**src/rtl/bsync_tx_pkg.sv**
```systemverilog
package bsync_tx_pkg;

    typedef enum logic [2:0] {
        ST_OFF,
        ST_IDLE,
        ST_SYNA,
        ST_SYNB,
        ST_DATA,
        ST_CRC
    } tx_state_e;

    localparam logic [1:0] MODE_ONE = 2'b00;
    localparam logic [1:0] MODE_TWO = 2'b01;
    localparam logic [1:0] MODE_EXT = 2'b10;

endpackage

```
**src/rtl/bsync_tx_fifo.sv**
```systemverilog
module bsync_tx_fifo #(
    parameter int W     = 8,
    parameter int DEPTH = 4
) (
    input  logic         clk,
    input  logic         rst_n,
    input  logic         flush,
    input  logic         push,
    input  logic [W-1:0] push_data,
    input  logic         pop,
    output logic [W-1:0] head,
    output logic         empty,
    output logic         full
);
    localparam int PW = (DEPTH > 1) ? $clog2(DEPTH) : 1;
    localparam int CW = $clog2(DEPTH + 1);

    typedef struct packed {
        logic [PW-1:0] rd;
        logic [PW-1:0] wr;
        logic [CW-1:0] cnt;
    } ptr_t;

    ptr_t p_d, p_q;
    logic [W-1:0] mem_q [DEPTH];
    logic do_push, do_pop;

    assign empty = (p_q.cnt == '0);
    assign full  = (p_q.cnt == CW'(DEPTH));
    assign head  = mem_q[p_q.rd];

    always_comb begin
        p_d     = p_q;
        do_push = push && !full && !flush;
        do_pop  = pop && !empty && !flush;
        if (flush) begin
            p_d = '0;
        end else begin
            if (do_push) p_d.wr = p_q.wr + PW'(1);
            if (do_pop)  p_d.rd = p_q.rd + PW'(1);
            if (do_push && !do_pop)      p_d.cnt = p_q.cnt + CW'(1);
            else if (do_pop && !do_push) p_d.cnt = p_q.cnt - CW'(1);
        end
    end

    always_ff @(posedge clk or negedge rst_n) begin
        if (!rst_n) p_q <= '0;
        else        p_q <= p_d;
    end

    always_ff @(posedge clk) begin
        if (do_push) mem_q[p_q.wr] <= push_data;
    end

endmodule

```
**src/rtl/bsync_tx_crc.sv**
```systemverilog
module bsync_tx_crc #(
    parameter int          DW   = 8,
    parameter int          CW   = 16,
    parameter logic [CW-1:0] POLY = 16'h1021
) (
    input  logic [CW-1:0] crc_i,
    input  logic [DW-1:0] data_i,
    output logic [CW-1:0] crc_o
);
    always_comb begin
        logic [CW-1:0] c;
        logic          fb;
        c = crc_i;
        for (int i = 0; i < DW; i++) begin
            fb = c[CW-1] ^ data_i[i];
            c  = {c[CW-2:0], 1'b0};
            if (fb) c = c ^ POLY;
        end
        crc_o = c;
    end
endmodule

```
**src/rtl/bsync_tx.sv**
```systemverilog
module bsync_tx #(
    parameter int DATA_W     = 8,
    parameter int FIFO_DEPTH = 4,
    parameter int CRC_W      = 16,
    parameter logic [CRC_W-1:0] CRC_POLY = 16'h1021,
    parameter logic [CRC_W-1:0] CRC_INIT = '1
) (
    input  logic              clk,
    input  logic              rst_n,
    input  logic              bit_en,
    input  logic              cmd_enable,
    input  logic              cmd_disable,
    input  logic              cmd_reset,
    input  logic [1:0]        cfg_mode,
    input  logic              cfg_idle_sel,
    input  logic              cfg_crc_en,
    input  logic [DATA_W-1:0] cfg_sync1,
    input  logic [DATA_W-1:0] cfg_sync2,
    input  logic [DATA_W-1:0] cfg_idle_pat,
    input  logic              wr_en,
    input  logic [DATA_W-1:0] wr_data,
    output logic              txd,
    output logic              tx_ready
);
    import bsync_tx_pkg::*;

    localparam int SH_W = (CRC_W > DATA_W) ? CRC_W : DATA_W;
    localparam int LW   = $clog2(SH_W);
    localparam logic [LW-1:0] CHAR_LAST = LW'(DATA_W - 1);
    localparam logic [LW-1:0] CRC_LAST  = LW'(CRC_W - 1);

    typedef struct packed {
        tx_state_e        state;
        logic             txd;
        logic [SH_W-1:0]  sh;
        logic [LW-1:0]    left;
        logic [CRC_W-1:0] crc;
        logic             dis_pend;
    } regs_t;

    regs_t r_d, r_q;

    logic              fifo_empty, fifo_full, fifo_pop, fifo_push;
    logic [DATA_W-1:0] fifo_head;
    logic [CRC_W-1:0]  crc_next, crc_rev;
    logic              ld, go_idle;
    logic [SH_W-1:0]   ld_val;
    logic [LW-1:0]     ld_last;

    assign tx_ready  = (r_q.state != ST_OFF) && !fifo_full;
    assign fifo_push = wr_en && tx_ready && !cmd_reset;
    assign txd       = r_q.txd;

    bsync_tx_fifo #(.W(DATA_W), .DEPTH(FIFO_DEPTH)) fifo_i (
        .clk      (clk),
        .rst_n    (rst_n),
        .flush    (cmd_reset),
        .push     (fifo_push),
        .push_data(wr_data),
        .pop      (fifo_pop),
        .head     (fifo_head),
        .empty    (fifo_empty),
        .full     (fifo_full)
    );

    bsync_tx_crc #(.DW(DATA_W), .CW(CRC_W), .POLY(CRC_POLY)) crc_i (
        .crc_i (r_q.crc),
        .data_i(fifo_head),
        .crc_o (crc_next)
    );

    // CRC leaves MSB first through an LSB-first shifter: load it mirrored.
    always_comb begin
        for (int i = 0; i < CRC_W; i++) crc_rev[i] = r_q.crc[CRC_W-1-i];
    end

    always_comb begin
        r_d      = r_q;
        fifo_pop = 1'b0;
        ld       = 1'b0;
        ld_val   = '0;
        ld_last  = CHAR_LAST;
        go_idle  = 1'b0;

        if (cmd_reset) begin
            r_d.state    = ST_OFF;
            r_d.txd      = 1'b1;
            r_d.sh       = '0;
            r_d.left     = '0;
            r_d.dis_pend = 1'b0;
        end else begin
            if (cmd_enable) begin
                r_d.dis_pend = 1'b0;
                if (r_q.state == ST_OFF) begin
                    r_d.state = ST_IDLE;
                    r_d.left  = '0;
                end
            end else if (cmd_disable && r_q.state != ST_OFF) begin
                r_d.dis_pend = 1'b1;
            end

            if (bit_en && r_q.state != ST_OFF) begin
                if (r_q.left != '0) begin
                    r_d.txd  = r_q.sh[0];
                    r_d.sh   = r_q.sh >> 1;
                    r_d.left = r_q.left - LW'(1);
                end else begin
                    case (r_q.state)
                        ST_IDLE, ST_CRC: go_idle = 1'b1;
                        ST_SYNA: begin
                            if (cfg_mode == MODE_TWO) begin
                                r_d.state = ST_SYNB;
                                ld        = 1'b1;
                                ld_val    = SH_W'(cfg_sync2);
                            end else begin
                                r_d.state = ST_DATA;
                                fifo_pop  = 1'b1;
                            end
                        end
                        ST_SYNB: begin
                            r_d.state = ST_DATA;
                            fifo_pop  = 1'b1;
                        end
                        ST_DATA: begin
                            if (!fifo_empty) begin
                                fifo_pop = 1'b1;
                            end else if (cfg_crc_en) begin
                                r_d.state = ST_CRC;
                                ld        = 1'b1;
                                ld_val    = SH_W'(crc_rev);
                                ld_last   = CRC_LAST;
                            end else begin
                                go_idle = 1'b1;
                            end
                        end
                        default: ;
                    endcase

                    if (fifo_pop) begin
                        r_d.crc = crc_next;
                        ld      = 1'b1;
                        ld_val  = SH_W'(fifo_head);
                    end

                    if (go_idle) begin
                        if (!fifo_empty) begin
                            r_d.state = ST_SYNA;
                            r_d.crc   = CRC_INIT;
                            ld        = 1'b1;
                            ld_val    = SH_W'(cfg_sync1);
                        end else if (r_d.dis_pend) begin
                            r_d.state    = ST_OFF;
                            r_d.txd      = 1'b1;
                            r_d.dis_pend = 1'b0;
                        end else begin
                            r_d.state = ST_IDLE;
                            ld        = 1'b1;
                            ld_val    = cfg_idle_sel ? SH_W'(cfg_idle_pat)
                                                     : SH_W'({DATA_W{1'b1}});
                        end
                    end

                    if (ld) begin
                        r_d.txd  = ld_val[0];
                        r_d.sh   = ld_val >> 1;
                        r_d.left = ld_last;
                    end
                end
            end
        end
    end

    always_ff @(posedge clk or negedge rst_n) begin
        if (!rst_n) begin
            r_q          <= '0;
            r_q.state    <= ST_OFF;
            r_q.txd      <= 1'b1;
            r_q.crc      <= CRC_INIT;
        end else begin
            r_q <= r_d;
        end
    end

endmodule

```
**config.mk**
```make
export PLATFORM = sky130hd
export DESIGN_NAME = bsync_tx
export DESIGN_NICKNAME = d
export VERILOG_FILES = /design/src/rtl/bsync_tx_pkg.sv /design/src/rtl/bsync_tx_fifo.sv /design/src/rtl/bsync_tx_crc.sv /design/src/rtl/bsync_tx.sv
export SDC_FILE = /design/constraint.sdc
export NUM_CORES = 1
export LEC_CHECK = 0
export BUFFER_PORTS_ARGS = -buffer_cell sky130_fd_sc_hd__buf_4
export CORE_MARGIN = 1
export CORE_UTILIZATION = 30
export CTS_CLUSTER_DIAMETER = 60
export DETAILED_ROUTE_END_ITERATION = 16
export GPL_TIMING_DRIVEN = 0
export PLACE_DENSITY_LB_ADDON = 0.08
export SYNTH_ARGS = -nofsm -noshare
export SYNTH_HDL_FRONTEND = slang
export SYNTH_SLANG_ARGS = --single-unit
```
**constraint.sdc**
```tcl
create_clock -name clk -period 3.8 [get_ports clk]
set_input_delay 0.19 -clock clk [delete_from_list [all_inputs] [get_ports clk]]
set_output_delay 0.19 -clock clk [all_outputs]
set_load 0.005 [all_outputs]
```
# After elaboration in Yosys (flattened, before gate mapping)

Memories as Yosys holds them, arrays and structs flattened.
Cells that the tools add are included.

Memories: 1
Input port bits: 43
Logic and storage cells: 152
Output and inout bits: 2
Bits in registers: 48
RAM bits: 32

Add/sub/neg operators: 5
Bitwise operators: 18
Reductions and logical operators: 32
Muxes and demuxes: 80
Equality and inequality tests: 7

Memory list:

| memory       | depth | bits a word | rd ports | clocked after memory_dff | wr ports | line                | source |
|---|---|---|---|---|---|---|---|
| fifo_i.mem_q | 4     | 8           | 1        | 0                        | 1        | bsync_tx_fifo.sv:25 | `logic [W-1:0] mem_q [DEPTH];` |

Operators by type and width:

| cell                                          | number |
|---|---|
| two-way mux 16 bit                            | 8 |
| two-way mux 13 bit                            | 8 |
| two-way mux 21 bit                            | 2 |
| two-way mux 41 bit                            | 1 |
| two-way mux 17 bit                            | 2 |
| two-way mux 1 bit                             | 33 |
| one-hot mux 16 bit (2 select lines)           | 1 |
| two-way mux 3 bit                             | 9 |
| two-way mux 24 bit                            | 1 |
| two-way mux 4 bit                             | 6 |
| NOT 3 bit                                     | 8 |
| two-way mux 8 bit                             | 2 |
| nonzero test 4 bit                            | 4 |
| logical AND 1 bit                             | 11 |
| == test 3 bit, second input constant          | 3 |
| one-hot mux 3 bit (3 select lines)            | 1 |
| nonzero test 3 bit                            | 3 |
| bitwise XOR 1 bit                             | 8 |
| two-way mux 7 bit                             | 1 |
| == test 3 x 2 -> 1 bit, second input constant | 2 |
| zero test 3 bit                               | 2 |
| nonzero test 2 bit                            | 3 |
| zero test 1 bit                               | 5 |
| adder 2 x 1 -> 2 bit, second input constant   | 2 |
| 13 further kinds                              | 16 |

# Longest topological paths before layout

Gate-level depths: netlist of the first run.
An unclocked memory read counts as a cell.

Word-level depth: 23
Gate-level depth with buffers: 11
Depth with buffers taken out: 10

# Cells and area by module

Synthesis of the first run repeated with hierarchy kept, for this count alone.

Cell total of the unflattened synthesis: 382
Area, all modules: 4,445.5 µm²

By module, submodules not included:

| module        | area an instance (µm²) | cells an instance | seq. area each (µm²) | instances |
|---|---|---|---|---|
| bsync_tx      | 2,426.1                | 266               | 1,022.2              | 1 |
| bsync_tx_fifo | 1,631.6                | 91                | 1,136.1              | 1 |
| bsync_tx_crc  | 387.9                  | 25                | 0.0                  | 1 |

# Worst setup path after synthesis of the first run

OpenSTA, ideal clock, no wires.

Path type: reg2reg
From: register r_q[17] (netlist bit)
To: register fifo_i.p_q[2] (netlist bit)
Path buffers: 1
Clock period less this slack: 2,980 ps
Stages on the path, launching flop included: 12
Setup slack: 820 ps
Data required time: 3,678 ps
Library setup time: 122 ps
Data arrival time: 2,858 ps
Cells stage by stage: dfrtp_1 inv_1 ha_1 or3b_1 clkbuf_1 nor3_2 nand3_1 and2_1 fa_1 and2_1 mux2_2 o2111a_1

Word-level cells in the longest chain between the ends: 10
Elaborated cells on any way between the ends: 12
Those cells by class: mux: 5; reduce/logical: 7

Ends and longest elaborated chain:

| what                               | line                | source |
|---|---|---|
| start, declared                    | bsync_tx.sv:41      | `regs_t r_d, r_q;` |
| start signal, assigned             | bsync_tx.sv:180     | `r_q <= r_d;` |
| nonzero test 4 bit (*)             | bsync_tx.sv:103     | `if (r_q.left != '0) begin` |
| two-way mux 1 bit (*)              | bsync_tx.sv:103     |  |
| two-way mux 1 bit (*)              | bsync_tx.sv:102     | `if (bit_en && r_q.state != ST_OFF) begin` |
| two-way mux 1 bit (*)              | bsync_tx.sv:85      | `if (cmd_reset) begin` |
| logical AND 1 bit (*) (2 in a row) | bsync_tx_fifo.sv:35 | `do_pop = pop && !empty && !flush;` |
| zero test 1 bit                    | bsync_tx_fifo.sv:41 | `if (do_push && !do_pop) p_d.cnt = p_q.cnt + CW'(1);` |
| logical AND 1 bit                  | bsync_tx_fifo.sv:41 |  |
| two-way mux 3 bit                  | bsync_tx_fifo.sv:41 |  |
| two-way mux 7 bit                  | bsync_tx_fifo.sv:36 | `if (flush) begin` |
| end signal, assigned               | bsync_tx_fifo.sv:48 | `else p_q <= p_d;` |
| end, declared                      | bsync_tx_fifo.sv:24 | `ptr_t p_d, p_q;` |

Every way passes the cells marked *; elsewhere a longest branch is shown, timed or not.
A chain may end at the register's enable or synchronous reset.

# Worst setup path in the final report of the first run

Same ends and word-level chain as after synthesis.

==> reports/metrics.csv, run 1 <==
metric;value;unit
status;finished clean;
Yosys top cell area share;22.3;%
unrepaired setup endpoints after global routing;false;
Worst path slowest cell;fa_1;
Buffers on Ports;43;
Critical Path AT;3650;ps
Total Neg Setup Slack;0;ps
first-pass GRT wire length;20.4;mm
Worst Path Max Fanout;7;
# H-tree levels;3;
Syn Inst Count;393;
Cell variety after synth;63;
Layout area overhead;20.9;%
drt first pass iters;5;
PwrDens;512;nW/um^2
FMAX;292;MHz
crit-path leading delay family;simple AND/OR/NAND/NOR gates;
initial cell density of the core;30.9;%
Inserted Diodes;0;
Die ar.;14800;sq um
fin nets;497;
max cap viols;0;
1st-iter DRT viols;206;
insertion delay to the later sink of the worst-skew pair;340;ps
Rel. slew slack;24.8;%
Non-Filler Instances;633;
fin crit share;90.1;%
clock skew;7.66;ps
Power, Total;2.66;mW
DR WL/cell;20.3;um
die outline width;122;um
Syn Nets;442;
Routed Antenna Nets;0;
Req. time, crit path;4030;ps
Min Hold Slack;45.3;ps
Mapped Area;4300;sq um
fin area;5200;sq um
Setup crit end kind;flip-flop;
total placed cells including tap cells;616;
CTS max path bufs;2;
Placer Congestion;0.869;
proportion of layout cells with a drive suffix above 1;24.1;%
Synth area leaders;edfxtp_1 22%, dfrtp_1 17%, dfstp_2 10%;
final core occ;37.3;%
leading area contributor after synthesis;edfxtp_1;
critical path class;reg -> reg;
Peak VDD IR;353;uV
DR vias/cell;5.29;
placed cell areas;4850;sq um
post-place setup slack;397;ps
setup violators final;0;
slew at the pin closest to its max-slew limit;1120;ps
IO Count;45;
vias in the first global route;3398;
P_leak;1.96;nW
Critical Path Source Type;flip-flop;
hpwl dp;9.29;mm
final hold vios;0;
Post-synth top cells;43 x a21oi_1, 41 x nor2_1, 32 x edfxtp_1, 30 x dfrtp_1, 25 x nand2_1;
TritonCTS Buffers;9;
site row count;43;
CTS tree;built;
core area;13900;sq um
Crit path largest cell delay;430;ps
number of synthesized flops with an enable pin;32;
Final Worst Setup Slack;377;ps
top-count cell post-synth;a21oi_1;
pin count of the biggest net entering global routing;48;
final slew viol count;0;
Root Buffer;clkbuf_16;
critical-path cell list;inv_1 -> ha_1 -> or3b_1 -> clkbuf_1 -> nor3_2 -> nand3_1 -> and2_1 -> fa_1 -> and2_1 -> mux2_2 -> o2111a_1;
GRT Util Overall;19.0;%
die height;122;um
DR DRC count;0;
Top FF cell, synth;edfxtp_1;
Seq/Total Area, Yosys;50.2;%
FFs w/ async S/R, synth;59.5;%
clock sink total;79;
Syn. warnings;0;
CP bufs+invs;2;
total gr overflow;0;
Synth Register Bits;79;
overall routed net length;12.9;mm
Syn Area/Cell;10.9;sq um
initial antenna violation count;0;
worst hold path type;in -> reg;
vias;3346;
Clock transition at path regs;70;ps
Most Frequent Cell on Critical Path;and2_1;
fin crit period;3420;ps
-- flip-flops by register name, summed over array words and instances (netlist names) --
name and count:
fifo_i.mem_q 32, r_q 23, fifo_i.p_q 7, crc_rev 16
txd 1
-- placed cells by master (no fill, tap or decap), types with 4 or more instances in the layout --
cell	instances
a311oi_1	5
o221ai_1	6
nand3_1	10
nand2_1	25
and2_1	6
mux4_2	8
a211oi_1	4
a32o_1	7
a2bb2oi_1	4
nor3_1	7
inv_1	12
xor2_1	9
nor2_1	41
clkbuf_16	9
o22ai_1	7
a221o_1	8
o21ai_0	5
clkbuf_1	14
xnor2_1	20
edfxtp_1	32
buf_2	9
a21oi_1	43
and3_1	4
dfstp_2	17
buf_4	45
dfrtp_1	30
ha_1	5
-- layout make-up --
| class | instances | area (sq um) |
|---|---|---|
| well taps | 180 | 225 |
| inverters | 12 | 45.0 |
| repair buffers | 44 | 333 |
| plain buffers | 26 | 124 |
| clock buffers | 11 | 253 |
| multi-input cells | 276 | 1970 |
| fillers | 1388 | 8740 |
| clock inverters | 5 | 86.3 |
| flip-flops and latches | 79 | 2160 |
-- what timing repair did --
item | in CTS | in global routing
resized for setup | 0 | 0
buffers inserted | 0 | 0
hold endpoints to repair | 30 | 0
hold buffers | 1 | 0
-- worst reg2reg max path, delay by kind of cell, from the launching register on --
kind,cells,cell delay (ps)
muxes,1,260
and+or+nand+nor,5,1440
buffers and inverters,2,340
adders and majority gates,2,640
DFF,1,410
AOI/OAI and AO/OA,1,220
-- worst paths after layout --
kind / start / end / slack (ps) / cells past startpoint
worst max-delay path: r_q[17] / fifo_i.p_q[2] / 380 / 11
worst min-delay path: wr_data[2] / fifo_i.mem_q[3][2] / 50 / 1
worst max register to register: r_q[17] / fifo_i.p_q[2] / 380 / 11
worst min register to register: crc_rev[9] / crc_rev[9] / 520 / 2
max in group asynchronous: rst_n / r_q[35] / 2920 / 2
min in group asynchronous: rst_n / r_q[17] / 420 / 2
-- cell families (layout without fill, tap and decap cells) --
| family | after synthesis | count (layout) | share of synthesized area (%) |
|---|---|---|---|
| AOI/OAI and AO/OA | 117 | 117 | 20.2 |
| and+or+nand+nor | 112 | 112 | 12.5 |
| DFF | 79 | 79 | 50.2 |
| buffers and inverters | 38 | 98 | 3.93 |
| xor gates and xnor gates | 31 | 31 | 6.66 |
| muxes | 10 | 10 | 4.68 |
| adders and majority gates | 6 | 6 | 1.92 |
-- power breakdown --
part / switching, mW / internal [mW]
clock network: 0.375 / 0.618
logic: 0.323 / 0.250
registers: 0.0853 / 1.01
-- layer usage --
| layer | wire, um | global-route usage (%) | vias to the layer above |
|---|---|---|---|
| met1 | 5950 | 26.0 | 1654 |
| li1 | - | - | 1593 |
| met5 | 0 | 0 | - |
| met4 | 182 | 6.71 | 0 |
| met3 | 551 | 3.42 | 19 |
| met2 | 6190 | 30.1 | 80 |
Note: power is estimated with default switching activity, not from simulation.
==> run 2, diff against run 1 <==
--- a/config.mk
+++ b/config.mk
@@ -6,12 +6,15 @@
 export NUM_CORES = 1
 export LEC_CHECK = 0
 export BUFFER_PORTS_ARGS = -buffer_cell sky130_fd_sc_hd__buf_4
+export CELL_PAD_IN_SITES_DETAIL_PLACEMENT = 0
+export CELL_PAD_IN_SITES_GLOBAL_PLACEMENT = 1
 export CORE_MARGIN = 1
 export CORE_UTILIZATION = 30
 export CTS_CLUSTER_DIAMETER = 60
 export DETAILED_ROUTE_END_ITERATION = 16
 export GPL_TIMING_DRIVEN = 0
 export PLACE_DENSITY_LB_ADDON = 0.08
+export RECOVER_POWER = 50
 export SYNTH_ARGS = -nofsm -noshare
 export SYNTH_HDL_FRONTEND = slang
 export SYNTH_SLANG_ARGS = --single-unit
==> reports/metrics.csv, run 2 (synthesis results as in run 1) <==
metric;value;unit
clock sink total;79;
total placed cells including tap cells;616;
1st-iter DRT viols;221;
Rel. slew slack;-91.5;%
TritonCTS Buffers;9;
Inserted Diodes;0;
vias;3359;
clock skew;8.37;ps
crit-path leading delay family;simple AND/OR/NAND/NOR gates;
Layout area overhead;19.3;%
P_leak;1.91;nW
Total Neg Setup Slack;0;ps
site row count;43;
proportion of layout cells with a drive suffix above 1;21.6;%
initial cell density of the core;30.9;%
Die ar.;14800;sq um
initial antenna violation count;0;
first-pass GRT wire length;20.9;mm
DR WL/cell;21.1;um
PwrDens;504;nW/um^2
pin count of the biggest net entering global routing;48;
IO Count;45;
fin crit period;3430;ps
hpwl dp;9.54;mm
CP bufs+invs;2;
Req. time, crit path;4040;ps
most common cell after layout, fill and taps aside;a21oi_1;
critical-path cell list;inv_1 -> ha_1 -> or3b_1 -> clkbuf_1 -> nor3_2 -> nand3_1 -> and2_1 -> fa_1 -> and2_1 -> mux2_2 -> o2111a_1;
Setup crit end kind;flip-flop;
failing checks;max-capacitance violations, max-slew violations;
Non-Filler Instances;633;
status;finished with violations;
post-place setup slack;367;ps
final slew viol count;48;
fin nets;497;
unrepaired setup endpoints after global routing;false;
CTS max path bufs;2;
Critical Path Source Type;flip-flop;
CTS tree;built;
FMAX;292;MHz
Placer Congestion;0.803;
# H-tree levels;3;
Routed Antenna Nets;0;
CTS resizes;0;
vias in the first global route;3457;
setup violators final;0;
Power, Total;2.59;mW
slew at the pin closest to its max-slew limit;2870;ps
DR vias/cell;5.31;
Buffers on Ports;43;
drt first pass iters;4;
Largest Register;fifo_i.mem_q;
Peak VDD IR;333;uV
GRT Util Overall;19.5;%
Critical Path AT;3660;ps
Most Frequent Cell on Critical Path;and2_1;
total gr overflow;0;
insertion delay to the later sink of the worst-skew pair;350;ps
Root Buffer;clkbuf_16;
die height;122;um
Final Worst Setup Slack;374;ps
critical path class;reg -> reg;
final hold vios;0;
max FFs per register;32;
core area;13900;sq um
fin crit share;90.2;%
DR DRC count;0;
Crit path largest cell delay;420;ps
overall routed net length;13.4;mm
worst hold path type;in -> reg;
Clock transition at path regs;70;ps
die outline width;122;um
max cap viols;1;
commonest cells after routing, fill and taps aside;43 x a21oi_1, 41 x nor2_1, 36 x buf_4;
Worst path slowest cell;fa_1;
Worst Path Max Fanout;7;
-- run 2: cell types whose count changed in the layout (fill, tap and decap cells not counted) --
cell / before / now
dfstp_1: 0 / 1
bufinv_16: 2 / 1
buf_4: 45 / 36
clkinv_4: 1 / 3
inv_8: 0 / 1
dfstp_2: 17 / 16
clkbuf_1: 14 / 23
inv_6: 2 / 1
clkbuf_8: 2 / 0
clkinv_1: 0 / 1
-- run 2: final timing paths --
| kind | start | to | slack, ps | cells past startpoint |
|---|---|---|---|---|
| hold reg to reg | crc_rev[5] | crc_rev[5] | 530 | 2 |
| max in group asynchronous | rst_n | r_q[34] | 860 | 2 |
| min in group asynchronous | rst_n | r_q[0] | 1300 | 2 |
| hold / removal | wr_data[0] | fifo_i.mem_q[1][0] | 100 | 1 |
| setup / recovery | r_q[17] | fifo_i.p_q[2] | 370 | 11 |
| setup reg to reg | r_q[17] | fifo_i.p_q[2] | 370 | 11 |
-- run 2: cell type report --
| cell class | instances | area [sq um] |
|---|---|---|
| inverter | 12 | 45.0 |
| timing repair buffer | 44 | 299 |
| buffer | 26 | 124 |
| clock inverter | 7 | 80.1 |
| sequential | 79 | 2160 |
| fill | 1415 | 8800 |
| tap | 180 | 225 |
| clock buffer | 9 | 225 |
| multi-input combinational | 276 | 1970 |
-- run 2: layer usage --
layer / part of all wire [%] / track usage, % / vias up
met5: 0 / 0 / -
met4: 1.7 / 5.32 / 0
met3: 4.6 / 5.01 / 22
met2: 46 / 30.6 / 89
met1: 47 / 26.5 / 1659
li1: - / - / 1589
-- run 2: per-stage QoR --
step	util, %	hold WS, ps	instance area (sq um)
3_3_place_gp	34.8	278	4850
4_1_cts	37.1	28.8	5160
2_1_floorplan	-	-106	4300
6_report	36.8	95.5	5130
3_5_place_dp	34.8	281	4850
5_1_grt	36.8	94.7	5130
-- run 2: power by group --
part           internal (mW)  leakage [nW]  total [mW]  switching, mW
Sequential              1.01         0.878        1.10         0.0888
Combinational          0.246         0.881       0.579          0.333
Clock                  0.518         0.150       0.911          0.393
-- run 2: timing repair --
item	CTS	global route
setup buffers	0	0
hold buffers	1	0
hold endpoints to repair	30	0
